===== src/rtl/readout_window_gen.sv =====
module readout_window_gen #(
  parameter int CW = 12
) (
  input  logic          clk,
  input  logic          rst_n,
  input  logic          row_sync,
  input  logic          frame_sync,
  input  logic          row_clk,
  input  logic [CW-1:0] pix_limit,
  input  logic [CW-1:0] line_limit,
  output logic          pix_valid,
  output logic [CW-1:0] pix_cnt,
  output logic [CW-1:0] line_cnt,
  output logic          last_line
);

  localparam logic [CW-1:0] ONE = CW'(1);

  logic          frame_done;
  logic [CW-1:0] line_next;
  logic          pix_at_end;

  assign pix_at_end = (pix_cnt == pix_limit);
  assign line_next  = line_cnt + ONE;

  always_ff @(posedge clk or negedge rst_n) begin
    if (!rst_n) begin
      pix_valid <= 1'b0;
      pix_cnt   <= '0;
    end else if (row_sync) begin
      pix_valid <= 1'b1;
      pix_cnt   <= '0;
    end else if (pix_valid) begin
      if (pix_at_end) pix_valid <= 1'b0;
      else            pix_cnt   <= pix_cnt + ONE;
    end
  end

  always_ff @(posedge clk or negedge rst_n) begin
    if (!rst_n) begin
      line_cnt   <= '0;
      frame_done <= 1'b1;
      last_line  <= 1'b0;
    end else if (frame_sync) begin
      line_cnt   <= '0;
      frame_done <= (line_limit == '0);
      last_line  <= (line_limit == '0);
    end else if (row_clk && !frame_done) begin
      line_cnt   <= line_next;
      frame_done <= (line_next == line_limit);
      last_line  <= (line_next == line_limit);
    end else begin
      last_line  <= 1'b0;
    end
  end

  AST_ROW_OPEN: assert property (@(posedge clk) disable iff (!rst_n)
    row_sync |=> (pix_valid && pix_cnt == '0));

  AST_PIX_STEP: assert property (@(posedge clk) disable iff (!rst_n)
    (pix_valid && !row_sync && pix_cnt != pix_limit) |=>
      (pix_valid && pix_cnt == $past(pix_cnt) + ONE));

  AST_PIX_CLOSE: assert property (@(posedge clk) disable iff (!rst_n)
    (pix_valid && !row_sync && pix_cnt == pix_limit) |=> !pix_valid);

  AST_PIX_IDLE: assert property (@(posedge clk) disable iff (!rst_n)
    (!pix_valid && !row_sync) |=> (!pix_valid && $stable(pix_cnt)));

  AST_FRAME_CLEAR: assert property (@(posedge clk) disable iff (!rst_n)
    frame_sync |=> (line_cnt == '0));

  AST_LINE_FROZEN: assert property (@(posedge clk) disable iff (!rst_n)
    (frame_done && !frame_sync) |=> ($stable(line_cnt) && !last_line));

  AST_PULSE_SINGLE: assert property (@(posedge clk) disable iff (!rst_n)
    (last_line && !frame_sync) |=> !last_line);

  AST_PULSE_AT_LIMIT: assert property (@(posedge clk) disable iff (!rst_n)
    (last_line && !$past(frame_sync)) |-> (line_cnt == $past(line_cnt) + ONE));

endmodule


===== config.mk =====
export PLATFORM = sky130hd
export DESIGN_NAME = readout_window_gen
export DESIGN_NICKNAME = d
export VERILOG_FILES = /design/src/rtl/readout_window_gen.sv
export SDC_FILE = /design/constraint.sdc
export NUM_CORES = 1
export LEC_CHECK = 0
export ABC_AREA = 1
export BUFFER_PORTS_ARGS = -buffer_cell sky130_fd_sc_hd__buf_2
export CORE_MARGIN = 2
export CORE_UTILIZATION = 48
export DETAILED_ROUTE_END_ITERATION = 10
export GPL_ROUTABILITY_DRIVEN = 0
export PLACE_DENSITY_LB_ADDON = 0.15
export SKIP_CTS_REPAIR_TIMING = 1
export SLEW_MARGIN = 25
export SYNTH_ARGS = -nofsm -noshare
export SYNTH_HDL_FRONTEND = slang
export SYNTH_SLANG_ARGS = --single-unit

===== constraint.sdc =====
create_clock -name clk -period 1.55 [get_ports clk]
set_input_delay 0.2325 -clock clk [delete_from_list [all_inputs] [get_ports clk]]
set_output_delay 0.2325 -clock clk [all_outputs]
set_load 0.02 [all_outputs]

# Word-level counts from Yosys, hierarchy flattened

Cells that the tools add are included.

Bits of input ports: 29
Register bits: 27
Output and inout port bits: 26
Word-level logic and storage cells: 28

Eq/ne operators: 3
Reductions and logical operators: 6
Multiplexer cells: 12
Add/subtract/negate cells: 2

Operators with widths:

| cell                                                            | number |
|---|---|
| 12-bit 2-to-1 mux                                               | 5 |
| 12-bit by 1-bit adder with 12-bit output, second input constant | 2 |
| 12-bit == test                                                  | 2 |
| 12-bit zero test                                                | 1 |
| 1-bit 2-to-1 mux                                                | 7 |
| 2-bit nonzero test                                              | 2 |
| 2-bit inequality test, second input constant                    | 1 |
| 2-bit AND reduction                                             | 1 |
| 1-bit logical AND                                               | 1 |
| 1-bit zero test                                                 | 1 |

# Depth between registers and ports, before layout

Gate-level depths: netlist of run 1.

Word-level depth: 4
Depth in mapped cells: 15
Depth with buffers taken out: 15

# Worst setup path before layout of run 1

Ideal clock, no wire load.

Kind: flip-flop to flip-flop
From: register line_cnt[0]
To: register last_line
Data required time: 1478 ps
Stages on the path, launching flop included: 12
Slack: -134 ps
Period minus slack after synthesis: 1684 ps
Buffers on the path: 0
Setup time: 72 ps
Data arrival time: 1613 ps
Path through: dfrtp_1 > ha_1 > nand2_1 > nor2_2 > nand3_1 > nand3_1 > nand3_1 > nor2_1 > nand3b_1 > nor2_1 > nor2_1 > nor2_1

Longest elaborated chain between the ends: 4

RTL lines:

| item                                     | RTL line | text |
|---|---|---|
| start, declared                          | 13       | `output logic [CW-1:0] line_cnt,` |
| start signal, assigned                   | 49       | `line_cnt <= line_next;` |
| 12-bit by 1-bit adder with 12-bit output | 24       | `assign line_next = line_cnt + ONE;` |
| 12-bit == test                           | 51       | `last_line <= (line_next == line_limit);` |
| 1-bit 2-to-1 mux                         | 48       | `end else if (row_clk && !frame_done) begin` |
| 1-bit 2-to-1 mux                         | 44       | `end else if (frame_sync) begin` |
| end signal, assigned                     | 47       | `last_line <= (line_limit == '0);` |
| end signal, assigned                     | 51       |  |
| end, declared                            | 14       | `output logic last_line` |

Every way passes these cells.
A chain may end at the register's enable or synchronous reset.

# Worst setup path after layout of run 1

From: register line_cnt[1]
To: register last_line

The elaborated chain is that of the path after synthesis.

==> results.txt, run 1 <==
CP startpoint kind - flop
number of synthesized flops with an enable pin - 0
share of layout cells above drive strength 1 - 32.5%
DRC Markers - 0
Core Util, Final - 67.4%
Fmax achieved - 575 MHz
CTS max path bufs - 2
final net count - 452
Mapped Area - 2140 sq um
top-count cell post-synth - nand2_1
WL/cell - 13.2 microns
pwr/cell area - 517 nW/um^2
DR top layer - met4
top post-synthesis cells by area - dfrtp_1 30%, nand2_1 16%, nand3_1 11%
overall power - 1.51 mW
Rows - 24
DIE WIDTH - 70.7 microns
max incr delay on CP - 430 ps
Slew Viols, Final - 0
Ant. Diodes - 0
ys flop type - dfrtp_1
count of antenna-violating nets left after detailed routing - 0
complex-gate fraction of the synthesized area - 3.92%
post-synthesis area per instance - 6.52 sq um
Synthesized Nets - 360
reg2reg start - line_cnt[1]
Fin Hold WS - -49.5 ps
number of CTS-inserted buffers - 3
multiplexer share of the synthesized area - 0%
vias - 2447
cells after synthesis - 328
DR iter-0 viols - 158
Crit path buffers/inverters - 0
largest net degree at the start of global routing - 28
synth unique cells - 26
clk_lat worst skew - 290 ps
post-synthesis cell type with the largest combined area - dfrtp_1
Worst Path Required - 1780 ps
Yosys reg bits - 27
# IOs - 55
reg2reg path depth - 12
Detailed Routing Iterations Pass 1 - 4
Port-buffer cells - 54
status - complete, but fails checks
min Tclk post-route - 1740 ps
worst setup path class - flop to flop
routed length on met3 - 342 microns
most used cell, CP - nand2_1
placed cell area - 2750 sq um
clk root buf - clkbuf_8
DP HPWL - 4.81 mm
vias in the first global route - 2314
Storage cell area - 679 sq um
clock transition at the registers of the reported paths - 110 ps
simple-gate share of the synthesized area - 43.1%
Initial Util - 49.4%
Syn-to-layout area delta - 36.4%
worst min path class - primary input to asynchronous set/reset pin
Final setup viols - 14
die area - 5000 sq um
Pleak - 1.57 nW
failing checks - negative hold slack, negative setup slack
post-synthesis xor/xnor area fraction - 8.20%
Synth top area share - 30.4%
fillers - 411
met1 wire length - 2.93 mm
max-cap violations - 0
grt total ovfl - 0
Final Hold Vio Count - 26
Multi-input gate area - 1340 sq um
Core Box Area - 4320 sq um
Top delay family on crit path - simple AND/OR/NAND/NOR gates
leading cell types by count after synthesis - 90 x nand2_1, 56 x inv_1, 45 x nand3_1, 26 x dfrtp_1, 24 x nor2_1
largest fanout on the critical path - 4
YS warnings - 0
H-Tree Depth - 1
crit end category - flop
Die Height - 70.7 microns
dpl cells - 467
final worst-path cycle share - 112%
final non-filler cell total - 471
setup TNS - -1880 ps
Worst-Margin Slew - 643 ps
Crit path arrival time - 1970 ps
worst setup margin - -190 ps
fraction of the yosys area taken by sequential cells - 31.7%
met2 routed WL - 2.84 mm
largest family of logic cells by synthesized area - simple AND/OR/NAND/NOR gates
RSZ-0062 raised after global routing - true
Via density - 5.20
FFs w/ async S/R, synth - 100%
final WL - 6.20 mm
Max-Slew Margin vs Limit - 57.2%
crit path cell chain - ha_1 > nand3_1 > nor2_4 > nand2_1 > nand2_1 > nand2_1 > nand2_1 > nand2_1 > nand3b_1 > nor2_2 > nor2_1 > nor2_1
initial antenna violation count - 0
first-pass GRT wire length - 10.4 mm
Adder-Cell Fraction of Synth Area - 1.76%
Total Routing Usage GR - 25.5%
Peak VDD IR - 335 uV
Critical-path top delay cell - dfrtp_2
R2R Path End - last_line
CTS tree - built
r2r setup slk - -190 ps
final instance area - 2910 sq um
Worst Clk Skew - 6.36 ps
clock sinks - 27
stage by stage:
step	hold slack, ps	setup WS, ps
floorplan	-63.1	-29.0
global placement	295	-117
detailed placement	302	-193
CTS	-30.1	-209
global route	2.18	-384
finish	-49.5	-190
metal layers:
layer	global-route usage (%)	up-vias
met2	40.4	71
li1	-	1245
met5	0	-
met1	37.0	1124
met3	2.99	7
met4	6.92	0
state kept, by name, indices dropped and copies added, names as in the netlist:
| signal | count |
|---|---|
| line_cnt | 12 |
| frame_done | 1 |
| pix_valid | 1 |
| pix_cnt | 12 |
| last_line | 1 |
power breakdown:
| part | internal, mW | switching, mW |
|---|---|---|
| clock network | 0.190 | 0.273 |
| registers | 0.720 | 0.0136 |
| logic | 0.121 | 0.189 |
| total | 1.03 | 0.476 |
placed cells by master (no fill, tap or decap):
cell type  instances
o21ai_1            2
nand2_2            8
xor2_1            17
buf_2             54
nand3_2           13
nor2_2             5
o21ai_0            7
dfstp_2            1
inv_1             54
inv_6              1
ha_4               1
inv_2              2
nand2_1           84
buf_6              3
nor3_2             1
nor2_1            21
nand3_1           32
dfrtp_2            2
nor2_4             3
buf_4             36
o22ai_1            5
dfrtp_1           24
nor3_1             5
a22oi_1            1
clkbuf_8           3
nand4_1           18
nor4_2             1
nor4_1             5
ha_1               2
xnor2_1            3
nand3b_1           3
or2_2              2
final cells by class:
cell class	count	share of cell area [%]
Multi-Input combinational cell	239	45.8
Sequential cell	27	23.3
Timing Repair Buffer	93	19.7
Clock inverter	1	0.301
Tap cell	52	2.23
Inverter	56	7.21
Clock buffer	3	1.42
cell families (layout without fill, tap and decap cells):
kind of cell	Yosys count	in the layout
buffers and inverters	62	153
adders and majority gates	3	3
xor gates and xnor gates	20	20
and+or+nand+nor	201	201
DFF	27	27
AOI/OAI and AO/OA	15	15
worst max-delay path by stage:
stage	startpoint	endpoint	slack (ps)	depth (start not counted)
floorplan	line_cnt[0]	last_line	-30	13
global placement	line_cnt[1]	last_line	-120	12
detailed placement	line_cnt[1]	last_line	-190	12
CTS	line_cnt[1]	last_line	-210	12
global route	line_cnt[0]	last_line	-380	14
finish	line_cnt[1]	last_line	-190	12
Note: power is estimated with default switching activity, not from simulation.
==> run 2, diff against run 1 <==
--- a/config.mk
+++ b/config.mk
@@ -7,12 +7,12 @@
 export LEC_CHECK = 0
 export ABC_AREA = 1
 export BUFFER_PORTS_ARGS = -buffer_cell sky130_fd_sc_hd__buf_2
-export CORE_MARGIN = 2
 export CORE_UTILIZATION = 48
 export DETAILED_ROUTE_END_ITERATION = 10
 export GPL_ROUTABILITY_DRIVEN = 0
 export PLACE_DENSITY_LB_ADDON = 0.15
 export SKIP_CTS_REPAIR_TIMING = 1
+export SKIP_LAST_GASP = 1
 export SLEW_MARGIN = 25
 export SYNTH_ARGS = -nofsm -noshare
 export SYNTH_HDL_FRONTEND = slang
==> run 2 against run 1 <==
  * Die area shrank 5.6%
  * Core utilization up 2.4 points
  * Fmax down 4.7%
  * Worst setup slack worse by 86 ps
  * Non-clock buffer count decreased by 4
  * The run still ends with negative hold slack, negative setup slack left
  * First-iteration DRC count decreased by 18%
  * Sequential power is essentially flat
  * Cell area is 0.73% lower
  * Wire length fell by 2.3%
  * Total power fell by 1.7%
==> results.txt, run 2 (synthesis results as in run 1) <==
status - complete, but fails checks
failing checks - negative hold slack, negative setup slack
Worst-Margin Slew - 640 ps (-2.64 ps)
final worst-path cycle share - 118% (+5.6 points)
vias in the first global route - 2162 (-6.6%)
vias - 2426 (-0.86%)
number of CTS-inserted buffers - 3 (unchanged)
overall power - 1.48 mW (-1.7%)
Syn-to-layout area delta - 35.4%
grt total ovfl - 0 (unchanged)
most used cell, CP - nor2_1
DR iter-0 viols - 129 (-18%)
DIE WIDTH - 68.7 microns (-2.8%)
Final Hold Vio Count - 26 (unchanged)
CTS tree - built
pwr/cell area - 512 nW/um^2 (-1.0%)
DRC Markers - 0 (unchanged)
Fmax achieved - 548 MHz (-4.7%)
WL/cell - 13.0 microns (-1.0%)
initial antenna violation count - 0 (unchanged)
Port-buffer cells - 54 (unchanged)
Via density - 5.22 (+0.42%)
placed cell area - 2700 sq um (-1.7%)
Peak VDD IR - 562 uV (+68%)
Detailed Routing Iterations Pass 1 - 4 (unchanged)
worst min path class - primary input to asynchronous set/reset pin
commonest non-fill, non-tap cell in the layout - nand2_1
Ant. Diodes - 0 (unchanged)
clk_lat worst skew - 270 ps (-20 ps)
die area - 4720 sq um (-5.6%)
Total Routing Usage GR - 26.8% (+1.3 points)
H-Tree Depth - 1 (unchanged)
count of antenna-violating nets left after detailed routing - 0 (unchanged)
dpl cells - 459 (-1.7%)
Post-Place Setup Slack - -225 ps (-32.1 ps)
DP HPWL - 4.56 mm (-5.2%)
first-pass GRT wire length - 9.49 mm (-8.6%)
max-cap violations - 0 (unchanged)
final instance area - 2890 sq um (-0.73%)
crit end category - flop
final net count - 448 (-0.88%)
clock sinks - 27 (unchanged)
worst setup path class - flop to flop
Crit path buffers/inverters - 1 (+1)
Final setup viols - 14 (unchanged)
Die Height - 68.7 microns (-2.8%)
Rows - 23 (-4.2%)
crit path cell chain - ha_4 > inv_4 > nand2_2 > nand2_1 > nor2_1 > nand2_1 > nor2_2 > nand3_1 > nor2_1 > nand3b_1 > nor2_2 > nor2_1 > nor2_1
most frequent cells in the layout - 85 x nand2_1, 54 x inv_1, 54 x buf_2
CTS max path bufs - 2 (unchanged)
Top delay family on crit path - simple AND/OR/NAND/NOR gates
Worst Path Required - 1770 ps (about the same)
setup TNS - -792 ps (+1090 ps)
# IOs - 55 (unchanged)
Max-Slew Margin vs Limit - 57.3% (+0.18 points)
Crit path arrival time - 2040 ps (+70 ps)
Regs by FF count - line_cnt (12), pix_cnt (12)
largest net degree at the start of global routing - 28 (unchanged)
final non-filler cell total - 465 (-1.3%)
Worst Clk Skew - 2.69 ps (-3.67 ps)
RSZ-0062 raised after global routing - true
fillers - 389 (-5.4%)
Fin Hold WS - -34.6 ps (+15.0 ps)
max incr delay on CP - 460 ps (+30 ps)
CP startpoint kind - flop
min Tclk post-route - 1830 ps (+86.1 ps)
clock transition at the registers of the reported paths - 110 ps (about the same)
Core Util, Final - 69.8% (+2.4 points)
Critical-path top delay cell - dfrtp_2
Pleak - 1.56 nW (-0.56%)
Slew Viols, Final - 0 (unchanged)
Core Box Area - 4140 sq um (-4.2%)
final WL - 6.05 mm (-2.3%)
clk root buf - clkbuf_8
largest fanout on the critical path - 4 (unchanged)
worst setup margin - -276 ps (-86.1 ps)
share of layout cells above drive strength 1 - 32.0% (-0.41 points)
Initial Util - 51.6% (+2.1 points)
run 2: area by class of cell:
type | count | area (sq um) | share of cell area (%)
tap | 50 | 62.6 | 2.16
clock buffer | 3 | 41.3 | 1.43
inverter | 56 | 213 | 7.35
multi-input combinational | 239 | 1350 | 46.6
clock inverter | 1 | 7.51 | 0.260
sequential | 27 | 681 | 23.5
timing repair buffer | 89 | 541 | 18.7
run 2: metal layers:
| layer | up-vias | part of all wire (%) | global-route usage [%] |
|---|---|---|---|
| li1 | 1233 | - | - |
| met1 | 1113 | 47 | 39.2 |
| met2 | 78 | 46 | 42.5 |
| met3 | 2 | 6.4 | 3.78 |
| met4 | 0 | 0.38 | 4.08 |
| met5 | - | 0 | 0 |
run 2: worst register-to-register path, cell delays in order (launching register included):
cell and delay (ps):
dfrtp_2 460, ha_4 280, inv_4 40, nand2_2 60, nand2_1 50, nor2_1 100
nand2_1 70, nor2_2 100, nand3_1 80, nor2_1 110, nand3b_1 100, nor2_2 170
nor2_1 60, nor2_1 100
run 2: power breakdown:
| part | internal (mW) | switching [mW] | leakage (nW) |
|---|---|---|---|
| Combinational | 0.127 | 0.189 | 1.18 |
| Clock | 0.183 | 0.249 | 0.0217 |
| Sequential | 0.720 | 0.0131 | 0.360 |
run 2: path summary, 6_finish.rpt:
check,from,end,slack [ps],cells past startpoint
max,line_cnt[0],last_line,-280,13
min,rst_n,pix_cnt[2],-30,1
max reg2reg,line_cnt[0],last_line,-280,13
min reg2reg,frame_done,frame_done,620,4
max in group asynchronous,rst_n,line_cnt[0],1130,1
min in group clk,row_sync,pix_cnt[9],220,4
==> run 3, diff against run 2 <==
--- a/config.mk
+++ b/config.mk
@@ -7,7 +7,7 @@
 export LEC_CHECK = 0
 export ABC_AREA = 1
 export BUFFER_PORTS_ARGS = -buffer_cell sky130_fd_sc_hd__buf_2
-export CORE_UTILIZATION = 48
+export CORE_UTILIZATION = 53
 export DETAILED_ROUTE_END_ITERATION = 10
 export GPL_ROUTABILITY_DRIVEN = 0
 export PLACE_DENSITY_LB_ADDON = 0.15
==> constraint.sdc (replaced) <==
create_clock -name clk -period 1.8 [get_ports clk]
set_input_delay 0.27 -clock clk [delete_from_list [all_inputs] [get_ports clk]]
set_output_delay 0.27 -clock clk [all_outputs]
set_load 0.02 [all_outputs]
==> run 3 against run 2 <==
  * Wire length shrank 5.1%
  * Sequential power shrank 14%
  * Clock-buffer cell count is the same
  * Via count shrank 2.0%
  * The run now ends clean
  * Total power shrank 17%
  * Combinational power shrank 23%
  * Worst setup slack gained 340 ps
  * Core utilization grew 0.20 points
  * Clock skew grew 4.9 ps
  * Register-to-register slack gained 340 ps
  * Clock power shrank 19%
  * Final cell count shrank 4.9%
  * Critical endpoint unchanged
==> results.txt, run 3 (synthesis results as in run 1) <==
DP HPWL - 4.39 mm (-3.7%)
clk root buf - clkbuf_8
final net count - 427 (-4.7%)
largest net degree at the start of global routing - 28 (unchanged)
worst setup path class - flop to flop
switching portion of total power - 29.3% (-1.2 points)
Storage cell area - 681 sq um (unchanged)
initial antenna violation count - 0 (unchanged)
pwr/cell area - 464 nW/um^2 (-9.4%)
min Tclk post-route - 1740 ps (-88.3 ps)
clk_lat worst skew - 270 ps (about the same)
Fmax achieved - 576 MHz (+5.1%)
Worst-Margin Slew - 628 ps (-12.2 ps)
placed cell area - 2530 sq um (-6.5%)
CTS tree - built
Die Height - 65.5 microns (-4.7%)
Initial Util - 56.7% (+5.1 points)
R2R Path End - last_line
vias in the first global route - 2193 (+1.4%)
worst min path class - primary input to asynchronous set/reset pin
crit end category - flop
CP startpoint kind - flop
vias - 2377 (-2.0%)
most frequent cells in the layout - 87 x nand2_1, 55 x inv_1, 54 x buf_2
Rows - 22 (-4.3%)
grt total ovfl - 0 (unchanged)
status - completed
setup TNS - 0 ps (+792 ps)
Ant. Diodes - 0 (unchanged)
Slew Viols, Final - 0 (unchanged)
Core Box Area - 3770 sq um (-9.0%)
sequential share of power - 51.5% (+2.0 points)
# IOs - 55 (unchanged)
DIE WIDTH - 65.5 microns (-4.7%)
die area - 4290 sq um (-9.2%)
clock sinks - 27 (unchanged)
RSZ-0062 raised after global routing - true
Peak VDD IR - 414 uV (-26%)
max-cap violations - 0 (unchanged)
largest fanout on the critical path - 6 (+2)
count of antenna-violating nets left after detailed routing - 0 (unchanged)
commonest non-fill, non-tap cell in the layout - nand2_1
reg2reg start - line_cnt[1]
first-pass GRT wire length - 9.36 mm (-1.3%)
Final Hold Vio Count - 0 (-100%)
Comb power frac - 19.9% (-1.5 points)
clock transition at the registers of the reported paths - 100 ps (about the same)
Crit path arrival time - 1950 ps (-90 ps)
DR iter-0 viols - 258 (+100%)
WL/cell - 13.0 microns (-0.13%)
Max-Slew Margin vs Limit - 58.1% (+0.81 points)
Syn-to-layout area delta - 23.5%
Regs by FF count - line_cnt (12), pix_cnt (12)
fillers - 337 (-13%)
final WL - 5.75 mm (-5.1%)
share of layout cells above drive strength 1 - 24.1% (-7.9 points)
reg2reg path depth - 13 (unchanged)
Int Pwr - 0.866 mW (-16%)
CTS max path bufs - 2 (unchanged)
Worst Path Required - 2010 ps (+240 ps)
Detailed Routing Iterations Pass 1 - 4 (unchanged)
Total Routing Usage GR - 28.0% (+1.2 points)
sw power - 0.358 mW (-21%)
final worst-path cycle share - 96.5% (-21 points)
H-Tree Depth - 1 (unchanged)
number of CTS-inserted buffers - 3 (unchanged)
Pleak - 1.44 nW (-7.7%)
DRC Markers - 0 (unchanged)
r2r setup slk - 60 ps (+340 ps)
Worst Clk Skew - 7.63 ps (+4.94 ps)
clock group share of total power - 28.6% (-0.5 points)
Critical path origin - line_cnt[1]
Multi-input gate area - 1270 sq um (-5.4%)
Final setup viols - 0 (-14)
final instance area - 2640 sq um (-8.7%)
Via density - 5.38 (+3.1%)
Port-buffer cells - 54 (unchanged)
## run 3: worst max-delay path by stage
stage / endpoint / slack [ps]
6_report: last_line / 60
5_1_grt: last_line / -150
4_1_cts: last_line / 30
3_5_place_dp: last_line / 40
3_3_place_gp: last_line / 140
2_1_floorplan: last_line / 120
## run 3: layer usage
metal / up-vias / GRT usage, % / share of wire, %
met2: 88 / 45.5 / 45
met1: 1097 / 40.7 / 48
met4: 0 / 5.16 / 0.31
met3: 2 / 2.60 / 7.4
li1: 1190 / - / -
met5: - / 0 / 0
## run 3: layout make-up
| type | count | share of cell area, % |
|---|---|---|
| timing repair buffer | 67 | 13.9 |
| multi-input combinational | 240 | 48.3 |
| sequential | 27 | 25.8 |
| clock buffer | 3 | 1.56 |
| inverter | 56 | 7.96 |
| clock inverter | 1 | 0.190 |
| tap | 48 | 2.27 |
## run 3: worst max-delay path, stage by stage, from the launching register on
cell and delay, ps:
dfrtp_2 460, ha_4 280, inv_2 40, nand2_2 60
nand2_1 50, nor2_1 90, nand2_1 80, nor2_2 90
nand3_1 80, nor2_1 110, nand3b_1 80, nor2_1 100
nor2_1 50, nor2_1 100
## run 3: per-stage QoR
step                      setup WS [ps]  hold WS [ps]  std cells  total power, mW  util, %
after floorplan                     116         -25.6        328            0.765        -
after global placement              136           318        436            0.866     67.0
after detailed placement           41.4           320        436            0.871     67.0
after CTS                          25.1          23.4        440             1.22     68.2
after global routing               -155          51.4        442             1.29     70.0
final                              62.5          6.07        442             1.22     70.0
## run 3: power by group through the flow
stage	sequential, mW	clock, mW	combinational [mW]
2_1_floorplan	0.658	0	0.107
3_3_place_gp	0.640	0	0.226
3_5_place_dp	0.641	0	0.230
4_1_cts	0.629	0.360	0.231
5_1_grt	0.633	0.389	0.272
6_report	0.631	0.350	0.243
